[config.mk]
export PLATFORM = sky130hd
export DESIGN_NAME = gpio_bank_top
export DESIGN_NICKNAME = d
export VERILOG_FILES = /design/src/rtl/gpio_bank_pkg.sv /design/src/rtl/gpio_bank_edge.sv /design/src/rtl/gpio_bank_regs.sv /design/src/rtl/gpio_bank_irq.sv /design/src/rtl/gpio_bank_top.sv
export SDC_FILE = /design/constraint.sdc
export NUM_CORES = 1
export LEC_CHECK = 0
export BUFFER_PORTS_ARGS = -buffer_cell sky130_fd_sc_hd__buf_2
export CAP_MARGIN = 10
export CORE_MARGIN = 2
export CORE_UTILIZATION = 45
export CTS_CLUSTER_SIZE = 20
export DETAILED_ROUTE_END_ITERATION = 12
export PLACE_DENSITY = 0.76
export SYNTH_ARGS = -nofsm -noshare
export SYNTH_HDL_FRONTEND = slang
export SYNTH_SLANG_ARGS = --single-unit
[constraint.sdc]
create_clock -name clk -period 2 [get_ports clk]
set_input_delay 0.3 -clock clk [delete_from_list [all_inputs] [get_ports clk]]
set_output_delay 0.3 -clock clk [all_outputs]
set_load 0.03 [all_outputs]
[src/rtl/gpio_bank_pkg.sv]
`timescale 1ns/1ps
package gpio_bank_pkg;

    localparam int unsigned BUS_DW = 32;
    localparam int unsigned BUS_AW = 8;

    // Register byte offsets; software depends on these values.
    typedef enum logic [BUS_AW-1:0] {
        OFS_VERSION  = 8'h00,
        OFS_SCRATCH  = 8'h10,
        OFS_HEALTH   = 8'h14,
        OFS_PENDING  = 8'h18,
        OFS_IRQ_EN   = 8'h1C,
        OFS_WAKE_EN  = 8'h28,
        OFS_PAD_LVL  = 8'h2C,
        OFS_DRIVE    = 8'h30,
        OFS_IS_INPUT = 8'h34,
        OFS_MODE_LO  = 8'h38,
        OFS_MODE_HI  = 8'h3C,
        OFS_IRQ_OFF  = 8'h9C,
        OFS_WAKE_OFF = 8'hA8,
        OFS_DRV_OFF  = 8'hB0,
        OFS_IRQ_ON   = 8'hDC,
        OFS_WAKE_ON  = 8'hE8,
        OFS_DRV_ON   = 8'hF0
    } reg_ofs_e;

    // Per-pin edge code
    typedef enum logic [1:0] {
        EDGE_OFF  = 2'b00,
        EDGE_RISE = 2'b01,
        EDGE_FALL = 2'b10,
        EDGE_ANY  = 2'b11
    } edge_mode_e;

    // Update kind for a register with set/clear aliases
    typedef enum logic [1:0] {
        UPD_KEEP,
        UPD_LOAD,
        UPD_SET,
        UPD_CLR
    } upd_op_e;

    typedef struct packed {
        logic rise;
        logic fall;
    } edge_pair_t;

    function automatic logic [BUS_DW-1:0] apply_upd(
        input upd_op_e           op,
        input logic [BUS_DW-1:0] cur,
        input logic [BUS_DW-1:0] wd
    );
        logic [BUS_DW-1:0] nxt;
        case (op)
            UPD_LOAD: nxt = wd;
            UPD_SET:  nxt = cur | wd;
            UPD_CLR:  nxt = cur & ~wd;
            default:  nxt = cur;
        endcase
        return nxt;
    endfunction

    function automatic logic edge_hit(input edge_mode_e mode, input edge_pair_t seen);
        logic hit;
        case (mode)
            EDGE_RISE: hit = seen.rise;
            EDGE_FALL: hit = seen.fall;
            EDGE_ANY:  hit = seen.rise | seen.fall;
            default:   hit = 1'b0;
        endcase
        return hit;
    endfunction

endpackage

[src/rtl/gpio_bank_edge.sv]
`timescale 1ns/1ps
module gpio_bank_edge
    import gpio_bank_pkg::*;
#(
    parameter int unsigned NPIN        = 16,
    parameter int unsigned SYNC_STAGES = 2
) (
    input  logic              clk,
    input  logic              rst,
    input  logic [NPIN-1:0]   pad_in,
    input  logic [2*NPIN-1:0] mode_q,
    output logic [NPIN-1:0]   din_sync,
    output logic [NPIN-1:0]   evt
);

    localparam int unsigned LAST = SYNC_STAGES - 1;

    for (genvar p = 0; p < NPIN; p++) begin : g_pin
        logic [SYNC_STAGES-1:0] chain_q;
        logic                   prev_q;
        edge_pair_t             seen;
        edge_mode_e             mode;

        always_ff @(posedge clk) begin
            if (rst) begin
                chain_q <= '0;
                prev_q  <= 1'b0;
            end else begin
                chain_q <= {chain_q[SYNC_STAGES-2:0], pad_in[p]};
                prev_q  <= chain_q[LAST];
            end
        end

        always_comb begin
            seen.rise = chain_q[LAST] & ~prev_q;
            seen.fall = ~chain_q[LAST] & prev_q;
            mode      = edge_mode_e'(mode_q[2*p +: 2]);
        end

        assign din_sync[p] = chain_q[LAST];
        assign evt[p]      = edge_hit(mode, seen);
    end

endmodule

[src/rtl/gpio_bank_regs.sv]
`timescale 1ns/1ps
module gpio_bank_regs
    import gpio_bank_pkg::*;
#(
    parameter int unsigned NPIN    = 16,
    parameter int unsigned CFG_W   = 8,
    parameter int unsigned REV_MAJ = 1,
    parameter int unsigned REV_MIN = 3
) (
    input  logic              clk,
    input  logic              rst,
    input  logic              wr_en,
    input  logic [BUS_AW-1:0] addr,
    input  logic [BUS_DW-1:0] wdata,
    output logic [BUS_DW-1:0] rdata,
    input  logic [NPIN-1:0]   evt,
    input  logic [NPIN-1:0]   din_sync,
    output logic [NPIN-1:0]   dir_q,
    output logic [NPIN-1:0]   dout_q,
    output logic [NPIN-1:0]   ien_q,
    output logic [NPIN-1:0]   wen_q,
    output logic [NPIN-1:0]   pend_q,
    output logic [2*NPIN-1:0] mode_q
);

    localparam int unsigned MW       = 2 * NPIN;
    localparam int unsigned HALF     = BUS_DW / 2;
    localparam int unsigned PINS_LO  = HALF / 2;

    reg_ofs_e          ofs;
    upd_op_e           dout_op, ien_op, wen_op;
    logic              dir_ld, cfg_ld, mlo_ld, mhi_ld;
    logic [NPIN-1:0]   clr_mask;
    logic [NPIN-1:0]   dout_d, ien_d, wen_d, pend_d;
    logic [BUS_DW-1:0] mode_ext, mode_new;
    logic [CFG_W-1:0]  cfg_q;
    logic              unused_hi_bits;

    assign ofs            = reg_ofs_e'(addr);
    assign unused_hi_bits = ^wdata[BUS_DW-1:NPIN];

    // Write decode
    always_comb begin
        dout_op  = UPD_KEEP;
        ien_op   = UPD_KEEP;
        wen_op   = UPD_KEEP;
        dir_ld   = 1'b0;
        cfg_ld   = 1'b0;
        mlo_ld   = 1'b0;
        mhi_ld   = 1'b0;
        clr_mask = '0;
        if (wr_en) begin
            case (ofs)
                OFS_DRIVE:    dout_op  = UPD_LOAD;
                OFS_DRV_ON:   dout_op  = UPD_SET;
                OFS_DRV_OFF:  dout_op  = UPD_CLR;
                OFS_IRQ_EN:   ien_op   = UPD_LOAD;
                OFS_IRQ_ON:   ien_op   = UPD_SET;
                OFS_IRQ_OFF:  ien_op   = UPD_CLR;
                OFS_WAKE_EN:  wen_op   = UPD_LOAD;
                OFS_WAKE_ON:  wen_op   = UPD_SET;
                OFS_WAKE_OFF: wen_op   = UPD_CLR;
                OFS_IS_INPUT: dir_ld   = 1'b1;
                OFS_SCRATCH:  cfg_ld   = 1'b1;
                OFS_MODE_LO:  mlo_ld   = 1'b1;
                OFS_MODE_HI:  mhi_ld   = 1'b1;
                OFS_PENDING:  clr_mask = wdata[NPIN-1:0];
                default:      ;
            endcase
        end
    end

    // Next-state values
    always_comb begin
        dout_d = NPIN'(apply_upd(dout_op, BUS_DW'(dout_q), wdata));
        ien_d  = NPIN'(apply_upd(ien_op,  BUS_DW'(ien_q),  wdata));
        wen_d  = NPIN'(apply_upd(wen_op,  BUS_DW'(wen_q),  wdata));
        // A detected edge outranks a same-cycle clear
        pend_d = (pend_q & ~clr_mask) | evt;

        mode_ext         = '0;
        mode_ext[MW-1:0] = mode_q;
        mode_new         = mode_ext;
        if (mlo_ld) mode_new[HALF-1:0]      = wdata[HALF-1:0];
        if (mhi_ld) mode_new[BUS_DW-1:HALF] = wdata[HALF-1:0];
    end

    always_ff @(posedge clk) begin
        if (rst) begin
            dir_q  <= '1;
            dout_q <= '0;
            ien_q  <= '0;
            wen_q  <= '0;
            pend_q <= '0;
            mode_q <= '0;
            cfg_q  <= '0;
        end else begin
            if (dir_ld) dir_q <= wdata[NPIN-1:0];
            if (cfg_ld) cfg_q <= wdata[CFG_W-1:0];
            dout_q <= dout_d;
            ien_q  <= ien_d;
            wen_q  <= wen_d;
            pend_q <= pend_d;
            mode_q <= mode_new[MW-1:0];
        end
    end

    // Read mux
    always_comb begin
        case (ofs)
            OFS_VERSION:  rdata = BUS_DW'({4'(REV_MAJ), 4'(REV_MIN)});
            OFS_SCRATCH:  rdata = BUS_DW'(cfg_q);
            OFS_PENDING:  rdata = BUS_DW'(pend_q);
            OFS_IRQ_EN:   rdata = BUS_DW'(ien_q);
            OFS_WAKE_EN:  rdata = BUS_DW'(wen_q);
            OFS_PAD_LVL:  rdata = BUS_DW'(din_sync);
            OFS_DRIVE:    rdata = BUS_DW'(dout_q);
            OFS_IS_INPUT: rdata = BUS_DW'(dir_q);
            OFS_MODE_LO:  rdata = BUS_DW'(mode_ext[HALF-1:0]);
            OFS_MODE_HI:  rdata = BUS_DW'(mode_ext[BUS_DW-1:HALF]);
            default:      rdata = '0;
        endcase
    end

    if (NPIN > 2 * PINS_LO) begin : g_bad_npin
        initial $error("gpio_bank_regs: NPIN exceeds two mode words");
    end

endmodule

[src/rtl/gpio_bank_irq.sv]
`timescale 1ns/1ps
module gpio_bank_irq #(
    parameter int unsigned NPIN = 16
) (
    input  logic [NPIN-1:0] pend_q,
    input  logic [NPIN-1:0] ien_q,
    input  logic [NPIN-1:0] evt,
    input  logic [NPIN-1:0] wen_q,
    output logic            bank_irq,
    output logic            wake_req
);

    assign bank_irq = |(pend_q & ien_q);
    assign wake_req = |(evt & wen_q);

endmodule

[src/rtl/gpio_bank_top.sv]
`timescale 1ns/1ps
module gpio_bank_top
    import gpio_bank_pkg::*;
#(
    parameter int unsigned NPIN        = 16,
    parameter int unsigned SYNC_STAGES = 2,
    parameter int unsigned CFG_W       = 8,
    parameter int unsigned REV_MAJ     = 1,
    parameter int unsigned REV_MIN     = 3
) (
    input  logic              clk,
    input  logic              rst,
    input  logic              bus_wr_en,
    input  logic [BUS_AW-1:0] bus_addr,
    input  logic [BUS_DW-1:0] bus_wdata,
    output logic [BUS_DW-1:0] bus_rdata,
    input  logic [NPIN-1:0]   pad_in,
    output logic [NPIN-1:0]   pad_out,
    output logic [NPIN-1:0]   pad_oe,
    output logic              bank_irq,
    output logic              wake_req
);

    localparam int unsigned MW = 2 * NPIN;

    logic [NPIN-1:0] din_sync, evt;
    logic [NPIN-1:0] dir_q, dout_q, ien_q, wen_q, pend_q;
    logic [MW-1:0]   mode_q;

    gpio_bank_edge #(
        .NPIN        (NPIN),
        .SYNC_STAGES (SYNC_STAGES)
    ) edge_i (
        .clk      (clk),
        .rst      (rst),
        .pad_in   (pad_in),
        .mode_q   (mode_q),
        .din_sync (din_sync),
        .evt      (evt)
    );

    gpio_bank_regs #(
        .NPIN    (NPIN),
        .CFG_W   (CFG_W),
        .REV_MAJ (REV_MAJ),
        .REV_MIN (REV_MIN)
    ) regs_i (
        .clk      (clk),
        .rst      (rst),
        .wr_en    (bus_wr_en),
        .addr     (bus_addr),
        .wdata    (bus_wdata),
        .rdata    (bus_rdata),
        .evt      (evt),
        .din_sync (din_sync),
        .dir_q    (dir_q),
        .dout_q   (dout_q),
        .ien_q    (ien_q),
        .wen_q    (wen_q),
        .pend_q   (pend_q),
        .mode_q   (mode_q)
    );

    gpio_bank_irq #(
        .NPIN (NPIN)
    ) irq_i (
        .pend_q   (pend_q),
        .ien_q    (ien_q),
        .evt      (evt),
        .wen_q    (wen_q),
        .bank_irq (bank_irq),
        .wake_req (wake_req)
    );

    assign pad_out = dout_q;
    assign pad_oe  = ~dir_q;

endmodule

==> results.yml <==
outcome:
  status: "complete, but fails checks"
  violations: "setup timing"
hold_path:
  whs_endpoint: "edge_i.g_pin[5].chain_q[0]"
  hold_start: "pad_in[5]"
  whs_path_depth: 2
  hold_class: "input port to register"
final_layout:
  fin_nets: 1266
  drive_above_1_share_pct: 32.1
  area_growth_pct: 32.3
  seq_area_um2: 3400
  fillers: 1568
  multi_input_area_um2: 4680
  fin_cells: 1417
  antenna_cells: 0
  fin_area_um2: 11000
  post-route-util_pct: 61.1
sta:
  rsz0062_at_grt: "yes"
  setup_viol: 8
  max_freq_mhz: 386
  finalClockSkew_ns: 0.00606
  hold_viol: 0
  period_share_pct: 130
  maxSlewHeadroom_pct: 63.5
  tightest_slew_ns: 0.548
  post-route-min-period_ns: 2.59
  setup_slack_ns: -0.593
  drv_slew: 0
  fin_setup_tns_ns: -1.20
grt:
  track_usage_pct: 28.7
  first_global_vias: 7810
  globalRouteOverflowTotal: 0
  antenna_found_initial: 1
  grt_start_max_net_pins: 121
  grt_pass1_wl_um: 43900
floorplanning:
  rows: 49
  die_w_um: 140
  io_pins: 125
  core_area_um2: 18000
  fp.dieH_um: 140
  die-area_um2: 19600
  start_util_pct: 46.2
detailed_routing:
  post_drt_wl_per_cell_um: 20.1
  via_per_inst: 5.84
  drtPass1Iterations: 5
  vias: 8281
  drtIter0Drc: 843
  wirelength_um: 28500
  drc_errors: 0
  postRouteAntennaNets: 0
placement:
  placed_area_um2: 9770
  globalplace.congestion: 0.988
  dp.cells: 1373
  hpwl_um: 20100
  portBuffers: 92
pwr:
  peakVddDrop_uv: 680
  leakagePower_uw: 0.00443
  powerDensity_nw_per_um2: 668
  power_uw: 7350
setup_path:
  r2r_slack_ns: 0.17
  end_kind: "primary output"
  required_ns: 1.70
  arrival_ns: 2.29
  rr_startpoint: "edge_i.g_pin[8].prev_q"
  cp_max_fo: 3
  worst_r2r_path_depth: 13
  startpoint_type: "register"
  r2r-end: "regs_i.pend_q[8]"
  critical_path_class: "register to primary output"
logic_synthesis:
  yosysWarningCount: 0
  synthCells: 998
  synth_flop_cell: "dfxtp_1"
  syn_area_um2: 8320
  synth_edf_count: 0
  async_flop_share_pct: 0
  synth_area_per_cell_um2: 8.34
  ys_seq_area_share_pct: 40.4
  synth-seq-cells: 168
  synth.distinct_cells: 55
cts:
  clk_pin_slew_worst_paths_ns: 0.06
  cts_tree: "yes"
  clk_path_buf_depth: 2
  cts.sinks: 168
  h-tree-depth: 4
  numCtsBuffers: 17
  cts_hold_buffers: 0
  worstSkewPairLatency_ns: 0.43
  cts-root-buf: "clkbuf_16"
flow_run:
  maxCapViolCount: 0
==> area by class of cell <==
cell class	instances	share of cell area, %
tap	229	2.60
clock buffer	21	4.18
sequential	168	30.9
inverter	60	2.05
clock inverter	11	1.10
timing repair buffer	236	16.7
multi-input combinational	692	42.5
==> flip-flops by register name (all words and copies together), names as in the netlist <==
signal                flops
edge_i.g_pin.prev_q      16
edge_i.g_pin.chain_q     32
regs_i.wen_q             16
regs_i.dir_q             16
regs_i.pend_q            16
regs_i.dout_q            16
regs_i.mode_q            32
regs_i.cfg_q              8
regs_i.ien_q             16
==> synth_stat cells (2+ instances only) <==
cell / count / share of area (%)
o21ai_1: 21 / 1.3
o32ai_1: 5 / 0.53
nor2_2: 3 / 0.23
buf_4: 21 / 1.9
nor2_1: 69 / 3.1
buf_2: 15 / 0.90
a32o_1: 32 / 3.8
buf_6: 2 / 0.27
clkbuf_1: 53 / 2.4
and2_1: 3 / 0.23
nand3_1: 33 / 2.0
o21ai_0: 56 / 3.4
dfxtp_1: 168 / 40
nor2b_1: 43 / 3.2
o311ai_0: 3 / 0.32
o211ai_1: 16 / 1.4
mux4_2: 4 / 1.1
a21oi_1: 61 / 3.7
mux2_2: 7 / 0.95
ha_1: 32 / 4.8
nand4_1: 10 / 0.75
a222oi_1: 2 / 0.24
inv_1: 60 / 2.7
or2_1: 3 / 0.23
nor3_1: 3 / 0.18
a22o_1: 9 / 0.95
a22oi_2: 10 / 1.5
a21boi_0: 3 / 0.27
o22ai_1: 10 / 0.75
a22oi_1: 23 / 2.1
nand2b_1: 7 / 0.53
a221oi_1: 8 / 0.84
mux2i_1: 32 / 3.8
nand2_1: 149 / 6.7
o221ai_1: 2 / 0.21
==> worst max path at each step <==
stage	startpoint	end	slack (ns)	cells past startpoint
3_5_place_dp	edge_i.g_pin[3].chain_q[1]	wake_req	-0.32	9
6_report	edge_i.g_pin[10].chain_q[1]	wake_req	-0.59	9
2_1_floorplan	bus_addr[1]	bus_rdata[3]	-0.20	4
5_1_grt	edge_i.g_pin[9].chain_q[1]	wake_req	-0.75	9
3_3_place_gp	edge_i.g_pin[3].chain_q[1]	wake_req	-0.27	9
4_1_cts	edge_i.g_pin[8].chain_q[1]	wake_req	-0.62	9
==> metrics by stage <==
| step | setup WS (ns) | hold WS, ns |
|---|---|---|
| CTS | -0.618 | 0.0639 |
| global route | -0.755 | 0.0699 |
| finish | -0.593 | 0.0747 |
| floorplan | -0.197 | 0.414 |
| global placement | -0.265 | 0.422 |
| detailed placement | -0.315 | 0.425 |
==> repair_timing <==
action / in CTS / in global routing
gates resized for setup: 86 / 81
pin swaps: 26 / 17
endpoints found under the setup margin: 15 / 19
setup buffers: 16 / 4
==> where the power goes <==
group	switching [µW]	internal (µW)	leakage, µW
Clock	1390	1900	0.000271
Sequential	22.4	3390	0.00137
Combinational	410	238	0.00278
Total	1820	5530	0.00443
==> layout by cell type, fill, tap and decap left out, drive strengths merged, types with 4 or more instances in the layout <==
master    instances
o211ai           16
a22o              9
a21oi            61
a22oi            33
nand2b            7
mux2              7
mux2i            32
buf             232
a221oi            8
clkinvlp          5
nor2b            43
nand3            33
a32o             32
o21ai            77
clkbuf           25
mux4              4
o32ai             5
conb             16
o22ai            10
nand4            10
nor2             73
nand2           150
dfxtp           168
ha               32
inv              61
==> worst max-delay path, stage by stage (launching register included) <==
cell and delay [ns]:
dfxtp_2 0.34, inv_1 0.06, ha_1 0.28, nor2b_1 0.04
o21ai_1 0.12, o21ai_1 0.11, and2_4 0.18, a2111oi_4 0.32
nand4_1 0.22, buf_6 0.20
==> cells by family after synthesis <==
family	count (synthesis)	synth area share (%)
AO/OA/AOI/OAI	271	22.3
XOR/XNOR	1	0.105
adder cells (fa/ha/maj)	32	4.81
buffers and inverters	153	8.27
flip-flops	168	40.4
multiplexers	43	5.88
other	1	0.0451
AND/OR/NAND/NOR	329	18.2
==> per-layer routing <==
layer  wire, µm  up-vias  global-route usage, %
li1           -     3816                      -
met1      11700     3902                   38.5
met2      12700      477                   43.6
met3       2950       84                   7.66
met4       1050        2                   12.7
met5          9        -                      0
(Power assumes the default switching activity.)
